File: src/rtl/ir_demod_pkg.sv
package ir_demod_pkg;

  localparam int NOM_TICKS  = 16;
  localparam int BASE_SLACK = 3;
  localparam int GAP_W      = 6;
  localparam int HIT_W      = 2;
  localparam int HITS_MARK  = 2;

  function automatic logic [GAP_W-1:0] win_early(input logic [1:0] code);
    logic [GAP_W-1:0] base;
    base = GAP_W'(NOM_TICKS - BASE_SLACK);
    return base - {{(GAP_W-1){1'b0}}, code[0]};
  endfunction

  function automatic logic [GAP_W-1:0] win_late(input logic [1:0] code);
    logic [GAP_W-1:0] base;
    base = GAP_W'(NOM_TICKS + BASE_SLACK);
    return base + {{(GAP_W-1){1'b0}}, code[1]};
  endfunction

  typedef enum logic [1:0] {
    EV_NONE  = 2'd0,
    EV_ARM   = 2'd1,
    EV_HIT   = 2'd2,
    EV_DROP  = 2'd3
  } edge_kind_e;

endpackage

File: src/rtl/ir_tick_gen.sv
module ir_tick_gen #(
  parameter int DIV_W = 16
) (
  input  logic             clk,
  input  logic             rst_n,
  input  logic             enable,
  input  logic [DIV_W-1:0] div_sel,
  output logic             tick
);

  logic [DIV_W-1:0] cnt_q;
  logic             wrap;

  assign wrap = (cnt_q >= div_sel);
  assign tick = enable & wrap;

  always_ff @(posedge clk or negedge rst_n) begin
    if (!rst_n) begin
      cnt_q <= '0;
    end else if (!enable) begin
      cnt_q <= '0;
    end else if (wrap) begin
      cnt_q <= '0;
    end else begin
      cnt_q <= cnt_q + 1'b1;
    end
  end

endmodule

File: src/rtl/ir_edge_sync.sv
module ir_edge_sync #(
  parameter int STAGES = 2
) (
  input  logic clk,
  input  logic rst_n,
  input  logic enable,
  input  logic tick,
  input  logic pin,
  output logic level,
  output logic rise
);

  logic [STAGES-1:0] sh_q;
  logic              prev_q;

  generate
    for (genvar i = 0; i < STAGES; i++) begin : g_stage
      if (i == 0) begin : g_first
        always_ff @(posedge clk or negedge rst_n) begin
          if (!rst_n) sh_q[0] <= 1'b0;
          else        sh_q[0] <= pin;
        end
      end else begin : g_next
        always_ff @(posedge clk or negedge rst_n) begin
          if (!rst_n) sh_q[i] <= 1'b0;
          else        sh_q[i] <= sh_q[i-1];
        end
      end
    end
  endgenerate

  assign level = sh_q[STAGES-1];
  assign rise  = tick & level & ~prev_q;

  always_ff @(posedge clk or negedge rst_n) begin
    if (!rst_n) begin
      prev_q <= 1'b0;
    end else if (!enable) begin
      prev_q <= 1'b0;
    end else if (tick) begin
      prev_q <= level;
    end
  end

endmodule

File: src/rtl/ir_win_track.sv
module ir_win_track
  import ir_demod_pkg::*;
(
  input  logic       clk,
  input  logic       rst_n,
  input  logic       enable,
  input  logic       tick,
  input  logic       rise,
  input  logic [1:0] win_sel,
  output logic       mark,
  output logic       ev_arm,
  output logic       ev_hit,
  output logic       ev_drop,
  output logic       ev_expire
);

  logic             armed_q;
  logic [GAP_W-1:0] gap_q;
  logic [HIT_W-1:0] hits_q;
  logic             mark_q;
  logic [GAP_W-1:0] elapsed;
  logic [GAP_W-1:0] lim_lo;
  logic [GAP_W-1:0] lim_hi;
  logic             in_win;
  edge_kind_e       kind;

  assign lim_lo  = win_early(win_sel);
  assign lim_hi  = win_late(win_sel);
  assign elapsed = gap_q + 1'b1;
  assign in_win  = (elapsed >= lim_lo) && (elapsed <= lim_hi);

  always_comb begin
    kind = EV_NONE;
    if (tick && rise) begin
      if (!armed_q)    kind = EV_ARM;
      else if (in_win) kind = EV_HIT;
      else             kind = EV_DROP;
    end
  end

  assign ev_arm    = (kind == EV_ARM);
  assign ev_hit    = (kind == EV_HIT);
  assign ev_drop   = (kind == EV_DROP);
  assign ev_expire = tick & ~rise & armed_q & (elapsed > lim_hi);
  assign mark      = mark_q;

  always_ff @(posedge clk or negedge rst_n) begin
    if (!rst_n) begin
      armed_q <= 1'b0;
      gap_q   <= '0;
      hits_q  <= '0;
      mark_q  <= 1'b0;
    end else if (!enable) begin
      armed_q <= 1'b0;
      gap_q   <= '0;
      hits_q  <= '0;
      mark_q  <= 1'b0;
    end else if (tick) begin
      unique case (kind)
        EV_ARM: begin
          armed_q <= 1'b1;
          gap_q   <= '0;
          hits_q  <= '0;
        end
        EV_HIT: begin
          gap_q <= '0;
          if (hits_q >= HIT_W'(HITS_MARK - 1)) mark_q <= 1'b1;
          if (hits_q < HIT_W'(HITS_MARK))      hits_q <= hits_q + 1'b1;
        end
        EV_DROP: begin
          armed_q <= 1'b1;
          gap_q   <= '0;
          hits_q  <= '0;
          mark_q  <= 1'b0;
        end
        default: begin
          if (ev_expire) begin
            armed_q <= 1'b0;
            gap_q   <= '0;
            hits_q  <= '0;
            mark_q  <= 1'b0;
          end else if (armed_q) begin
            gap_q <= elapsed;
          end
        end
      endcase
    end
  end

endmodule

File: src/rtl/ir_carrier_demod.sv
module ir_carrier_demod #(
  parameter int DIV_W       = 16,
  parameter int SYNC_STAGES = 2
) (
  input  logic             clk,
  input  logic             rst_n,
  input  logic             enable,
  input  logic             demod_en,
  input  logic [DIV_W-1:0] div_sel,
  input  logic [1:0]       win_sel,
  input  logic             ir_raw,
  output logic             env_out
);

  logic tick_w;
  logic level_w;
  logic rise_w;
  logic mark_w;
  logic ev_arm_w;
  logic ev_hit_w;
  logic ev_drop_w;
  logic ev_expire_w;
  logic env_q;

  ir_tick_gen #(.DIV_W(DIV_W)) u_tick (
    .clk     (clk),
    .rst_n   (rst_n),
    .enable  (enable),
    .div_sel (div_sel),
    .tick    (tick_w)
  );

  ir_edge_sync #(.STAGES(SYNC_STAGES)) u_sync (
    .clk    (clk),
    .rst_n  (rst_n),
    .enable (enable),
    .tick   (tick_w),
    .pin    (ir_raw),
    .level  (level_w),
    .rise   (rise_w)
  );

  ir_win_track u_track (
    .clk       (clk),
    .rst_n     (rst_n),
    .enable    (enable),
    .tick      (tick_w),
    .rise      (rise_w),
    .win_sel   (win_sel),
    .mark      (mark_w),
    .ev_arm    (ev_arm_w),
    .ev_hit    (ev_hit_w),
    .ev_drop   (ev_drop_w),
    .ev_expire (ev_expire_w)
  );

  always_ff @(posedge clk or negedge rst_n) begin
    if (!rst_n)        env_q <= 1'b0;
    else if (!enable)  env_q <= 1'b0;
    else if (demod_en) env_q <= mark_w;
    else               env_q <= level_w;
  end

  assign env_out = env_q;

endmodule

File: config.mk
export PLATFORM = sky130hd
export DESIGN_NAME = ir_carrier_demod
export DESIGN_NICKNAME = d
export VERILOG_FILES = /design/src/rtl/ir_demod_pkg.sv /design/src/rtl/ir_tick_gen.sv /design/src/rtl/ir_edge_sync.sv /design/src/rtl/ir_win_track.sv /design/src/rtl/ir_carrier_demod.sv
export SDC_FILE = /design/constraint.sdc
export NUM_CORES = 1
export LEC_CHECK = 0
export CORE_UTILIZATION = 52
export CTS_BUF_LIST = sky130_fd_sc_hd__clkbuf_8
export CTS_CLUSTER_SIZE = 40
export DETAILED_ROUTE_END_ITERATION = 16
export PLACE_DENSITY = 0.88
export SYNTH_ARGS = -nofsm -noshare
export SYNTH_HDL_FRONTEND = slang
export SYNTH_HIERARCHICAL = 1
export SYNTH_SLANG_ARGS = --single-unit
File: constraint.sdc
create_clock -name clk -period 2.8 [get_ports clk]
set_input_delay 0.56 -clock clk [delete_from_list [all_inputs] [get_ports clk]]
set_output_delay 0.56 -clock clk [all_outputs]
set_load 0.01 [all_outputs]
==> reports/metrics.yaml, run 1 <==
die_w_um: 65.0
path_clk_slew_ns: 0.07
worst_slew_pin_slew_ns: 0.401
path_max_fanout: 5
critPathMaxStageDelay_ns: 0.28
rsz0062_at_grt: "yes"
drt_wl_total_um: 4890
rows: 22
final_cell_mix: "dfrtp_1 (30), buf_4 (27), inv_1 (16), nand3_1 (16)"
path_delay_family: "simple AND/OR/NAND/NOR gates"
dieHeight_um: 65.0
ctsLongestPathBuffers: 2
ir_drop_mv: 0.280
min_path_type: "reg -> reg"
cts_root_buffer: "clkbuf_8"
dp_hpwl_um: 3270
status: "finished, violations left"
synth_nets: 269
avgSynthCellArea_um2: 9.26
setup_violations: 2
whs_ns: 0.371
syn_to_final_growth_pct: 40.3
drtPass1Iterations: 4
path_buf_inv: 3
fin_skew_ns: 0.00609
wire_per_inst_um: 14.9
syn_inst: 223
cts_tree: "built"
dr_total_vias: 1809
grt_overflow: 0
slew_viol_final: 0
coreArea_mm2: 0.00374
slew_headroom_pct: 73.3
ant_nets: 0
drv_cap: 0
nets: 324
ctsHoldBuffers: 0
pin_count: 24
violations: "setup timing"
grt.total_usage_pct: 26.8
crit_path_top_delay_cell: "ha_4"
critPathCaptureType: "register"
cts_sinks: 30
cp-start-kind: "input port"
ys_warn_count: 6
drive_gt1_share_pct: 37.6
path_cells: "dlygate4sd2_1 -> inv_1 -> ha_4 -> nand2_2 -> nor3_4 -> buf_6 -> nand3b_4 -> a31oi_4 -> nand2_2 -> nor2_4 -> and3b_1 -> o211ai_1 -> nand3_4 -> a31oi_4 -> a21oi_2 -> o21a_1"
setup_slack_ns: -0.0285
htreeDepth: 2
grt_pass1_wl_um: 8560
drcViolationCount: 0
total_power_mw: 0.951
num_antenna_cells: 0
vias_per_cell: 5.53
power_density_mw_per_mm2: 328
criticalPathCategory: "in -> reg"
final_common_cell: "dfrtp_1"
gp_congestion: 0.807
dieArea_mm2: 0.00423
leakage_nw: 1.35
fmax_mhz: 354
io_buffers: 23
fillers: 256
cts_buffers: 5
syn-cell-area_mm2: 0.00207
start_util_pct: 55.2
cp_data_arrival_time_ns: 3.01
hold_viol: 0
antenna_found_initial: 0
finalCriticalPeriod_ns: 2.83
required_ns: 2.98
grt_pass1_vias: 1924
grt_start_max_net_pins: 31
clk_latency_ns: 0.29
drtIter0Drc: 117
post-route-period-util_pct: 101
==> worst register-to-register path, stage by stage (launching register included) <==
cell	delay (ns)
dfrtp_1	0.42
ha_4	0.30
nand4_1	0.16
nor3_4	0.19
buf_6	0.14
nand3b_4	0.09
a31oi_4	0.21
nand2_2	0.11
nor2_4	0.12
and3b_1	0.20
o211ai_1	0.15
nand3_4	0.11
a31oi_4	0.23
a21oi_2	0.08
o21a_1	0.18
==> path summary, 6_finish.rpt <==
path                                        from                to  slack (ns)  cells after the start
worst max-delay path                  div_sel[8]      u_track/mark       -0.03                     16
worst min-delay path              u_sync/sh_q[0]      u_sync/level        0.37                      0
worst max register to register  u_tick/cnt_q[14]      u_track/mark        0.02                     14
worst min register to register    u_sync/sh_q[0]      u_sync/level        0.37                      0
max in group asynchronous                  rst_n  u_tick/cnt_q[11]        1.84                      2
min in group asynchronous                  rst_n  u_track/gap_q[1]        0.66                      2
==> through the flow <==
stage	area [µm²]	util, %	setup TNS, ns	cells	worst slack (ns)
floorplan	2240	-	-0.0654	223	-0.0654
global placement	2660	71.0	-3.78	310	-0.672
detailed placement	2660	71.0	-4.47	310	-0.802
CTS	2850	76.2	-0.0478	323	-0.0361
global route	2900	77.4	-0.458	327	-0.155
finish	2900	77.4	-0.0381	327	-0.0285
==> final cells by class <==
class                           count  area, µm²  share of cell area (%)
Inverter                           28        120                    4.15
Timing Repair Buffer               51        402                    13.9
Clock inverter                      2       8.76                   0.302
Tap cell                           48       60.1                    2.07
Sequential cell                    30        751                    25.9
Clock buffer                        6       82.6                    2.85
Multi-Input combinational cell    162       1470                    50.9
==> registers in the layout, summed over array words and instances (netlist names) <==
register         cells
u_track/mark         1
u_sync/prev_q        1
u_track/hits_q       2
u_tick/cnt_q        16
u_sync/level         1
u_track/gap_q        6
env_out              1
u_sync/sh_q          1
u_track/armed_q      1
==> where the power goes <==
part	total [mW]	leakage (nW)	internal [mW]	switching (mW)
clock network	0.362	0.0524	0.194	0.167
registers	0.444	0.412	0.439	0.00450
logic	0.145	0.891	0.0746	0.0708
total	0.951	1.35	0.708	0.243
==> layer usage <==
metal | GRT usage [%] | wire length [µm]
met1 | 32.9 | 2170
met2 | 45.8 | 2420
met3 | 5.63 | 233
met4 | 9.78 | 65
met5 | 0 | 0
==> what timing repair did <==
item,4_1_cts,5_1_grt
pin swaps,26,7
resized for setup,55,5
cloned,0,0
buffers inserted,5,4
endpoints found under the setup margin,8,4
Power figures use the tool's default switching activity.
==> inputs of run 2 (changes only) <==
Settings changed: CTS_BUF_LIST sky130_fd_sc_hd__clkbuf_8 to sky130_fd_sc_hd__clkbuf_2, PLACE_DENSITY 0.88 to 0.78.
==> reports/metrics.yaml, run 2 (same netlist as run 1, synthesis figures left out) <==
fillers: 279
drv_cap: 0
whs_ns: 0.376
wire_per_inst_um: 13.3
sw_frac_of_total_pct: 27.6
largest-register: "u_tick/cnt_q"
multi_input_area_mm2: 0.00148
critPathMaxStageDelay_ns: 0.42
final_common_cell: "dfrtp_1"
dp_hpwl_um: 3170
pwr-share-comb_pct: 18.3
power_density_mw_per_mm2: 279
finalCriticalPeriod_ns: 2.73
clk_latency_ns: 0.35
io_buffers: 23
largest_reg_flops: 16
ant_nets: 0
fmax_mhz: 366
slew_headroom_pct: 74.7
placed_cell_area_mm2: 0.00267
cp_data_arrival_time_ns: 2.99
required_ns: 3.06
htreeDepth: 2
pwr-share-seq_pct: 55.6
cts_sinks: 30
dieArea_mm2: 0.00423
fin_tns_setup_ns: 0
drt_wl_total_um: 4320
drcViolationCount: 0
syn_to_final_growth_pct: 38.5
grt_overflow: 0
pin_count: 24
setup_violations: 0
final_cells: 324
grt_pass1_wl_um: 7440
p_switching_mw: 0.220
start_util_pct: 55.2
dieHeight_um: 65.0
crit_path_top_delay_cell: "or4_4"
vias_per_cell: 5.35
ctsLongestPathBuffers: 2
leakage_nw: 1.32
rows: 22
largest_registers: "u_tick/cnt_q (16), u_track/gap_q (6), u_track/hits_q (2)"
drtIter0Drc: 107
dr_total_vias: 1735
num_antenna_cells: 0
drtPass1Iterations: 4
antenna_found_initial: 0
post-route-period-util_pct: 97.5
grt.total_usage_pct: 23.0
cts_tree: "built"
final_cell_mix: "dfrtp_1 (28), buf_4 (24), nand3_1 (16)"
die_w_um: 65.0
ir_drop_mv: 0.310
coreArea_mm2: 0.00374
gp_congestion: 0.782
critPathCaptureType: "register"
fin_skew_ns: 0.0200
path_clk_slew_ns: 0.16
cts_root_buffer: "clkbuf_2"
post-place-cells: 312
grt_pass1_vias: 1753
clkPwrFrac_pct: 26.1
grt_start_max_net_pins: 31
path_cells: "dlygate4sd2_1 -> ha_4 -> nand2b_4 -> a2111oi_4 -> nand3b_4 -> a31oi_4 -> nand2_2 -> nor2_4 -> nand3b_1 -> or4_4 -> nand3_2 -> a31oi_4 -> a22o_1 -> o21a_1"
cts_buffers: 5
cp-start-kind: "input port"
slew_viol_final: 0
final_cell_area_mm2: 0.00286
drive_gt1_share_pct: 34.8
status: "finished, final reports clean"
criticalPathCategory: "in -> reg"
ctsHoldBuffers: 0
regArea_um2: 753
worst_slew_pin_slew_ns: 0.379
power.internal_mw: 0.577
path_max_fanout: 5
hold_viol: 0
min_path_type: "reg -> reg"
critPathMostFrequentCell: "a31oi_4"
nets: 321
-- run 2: changes by cell type in the layout (fill, tap and decap cells not counted), moves of 3 or more --
cell	change
buf_2	-5
buf_4	-3
clkbuf_2	+5
clkbuf_8	-6
dlygate4sd2_1	+3
-- run 2: repair_timing --
| action | 4_1_cts | 5_1_grt |
|---|---|---|
| pin swaps | 24 | 9 |
| cloned | 0 | 0 |
| endpoints found under the setup margin | 4 | 2 |
| buffers inserted | 2 | 2 |
| gates resized for setup | 36 | 10 |
| hold endpoints to repair | 0 | 0 |
-- run 2: metrics by stage --
stage                     util (%)  setup slack [ns]  power (mW)
final                         76.4            0.0707       0.797
after global routing          76.4          -0.00286       0.844
after CTS                     75.6           0.00340       0.802
after detailed placement      71.4            -0.672       0.593
after global placement        71.4            -0.625       0.590
after floorplan                  -           -0.0654       0.525
-- run 2: area by class of cell --
class,instances,area share (%)
clock buffers,6,1.05
clock inverters,2,0.306
inverters,28,4.20
repair buffers,48,14.3
well taps,48,2.10
flip-flops and latches,30,26.3
multi-input cells,162,51.7
-- run 2: worst max-delay path, delay by kind of cell --
kind                     cells  cell delay [ns]
buffers and inverters        1             0.27
adder cells (fa/ha/maj)      1             0.24
AND/OR/NAND/NOR              7             1.16
AO/OA/AOI/OAI                5             0.76
-- run 2: worst paths after layout --
kind / cells past startpoint / endpoint / from / slack (ns)
worst max-delay path: 14 / u_track/mark / div_sel[0] / 0.07
worst min-delay path: 0 / u_sync/level / u_sync/sh_q[0] / 0.38
worst max register to register: 14 / u_track/mark / u_tick/cnt_q[0] / 0.11
worst min register to register: 0 / u_sync/level / u_sync/sh_q[0] / 0.38
max in group asynchronous: 2 / u_tick/cnt_q[14] / rst_n / 1.92
min in group asynchronous: 2 / u_track/gap_q[3] / rst_n / 0.58
-- run 2: layer usage --
metal | track usage, % | vias up | share of wire (%)
li1 | - | 869 | -
met1 | 27.9 | 827 | 44
met2 | 41.1 | 35 | 52
met3 | 4.40 | 4 | 2.9
met4 | 6.25 | 0 | 0.83
met5 | 0 | - | 0
-- run 2: power groups by stage --
stage / logic (mW) / registers (mW) / clock network (mW)
3_5_place_dp: 0.142 / 0.451 / 0
3_3_place_gp: 0.139 / 0.451 / 0
5_1_grt: 0.162 / 0.444 / 0.238
4_1_cts: 0.146 / 0.443 / 0.214
6_report: 0.146 / 0.443 / 0.208
2_1_floorplan: 0.0717 / 0.453 / 0
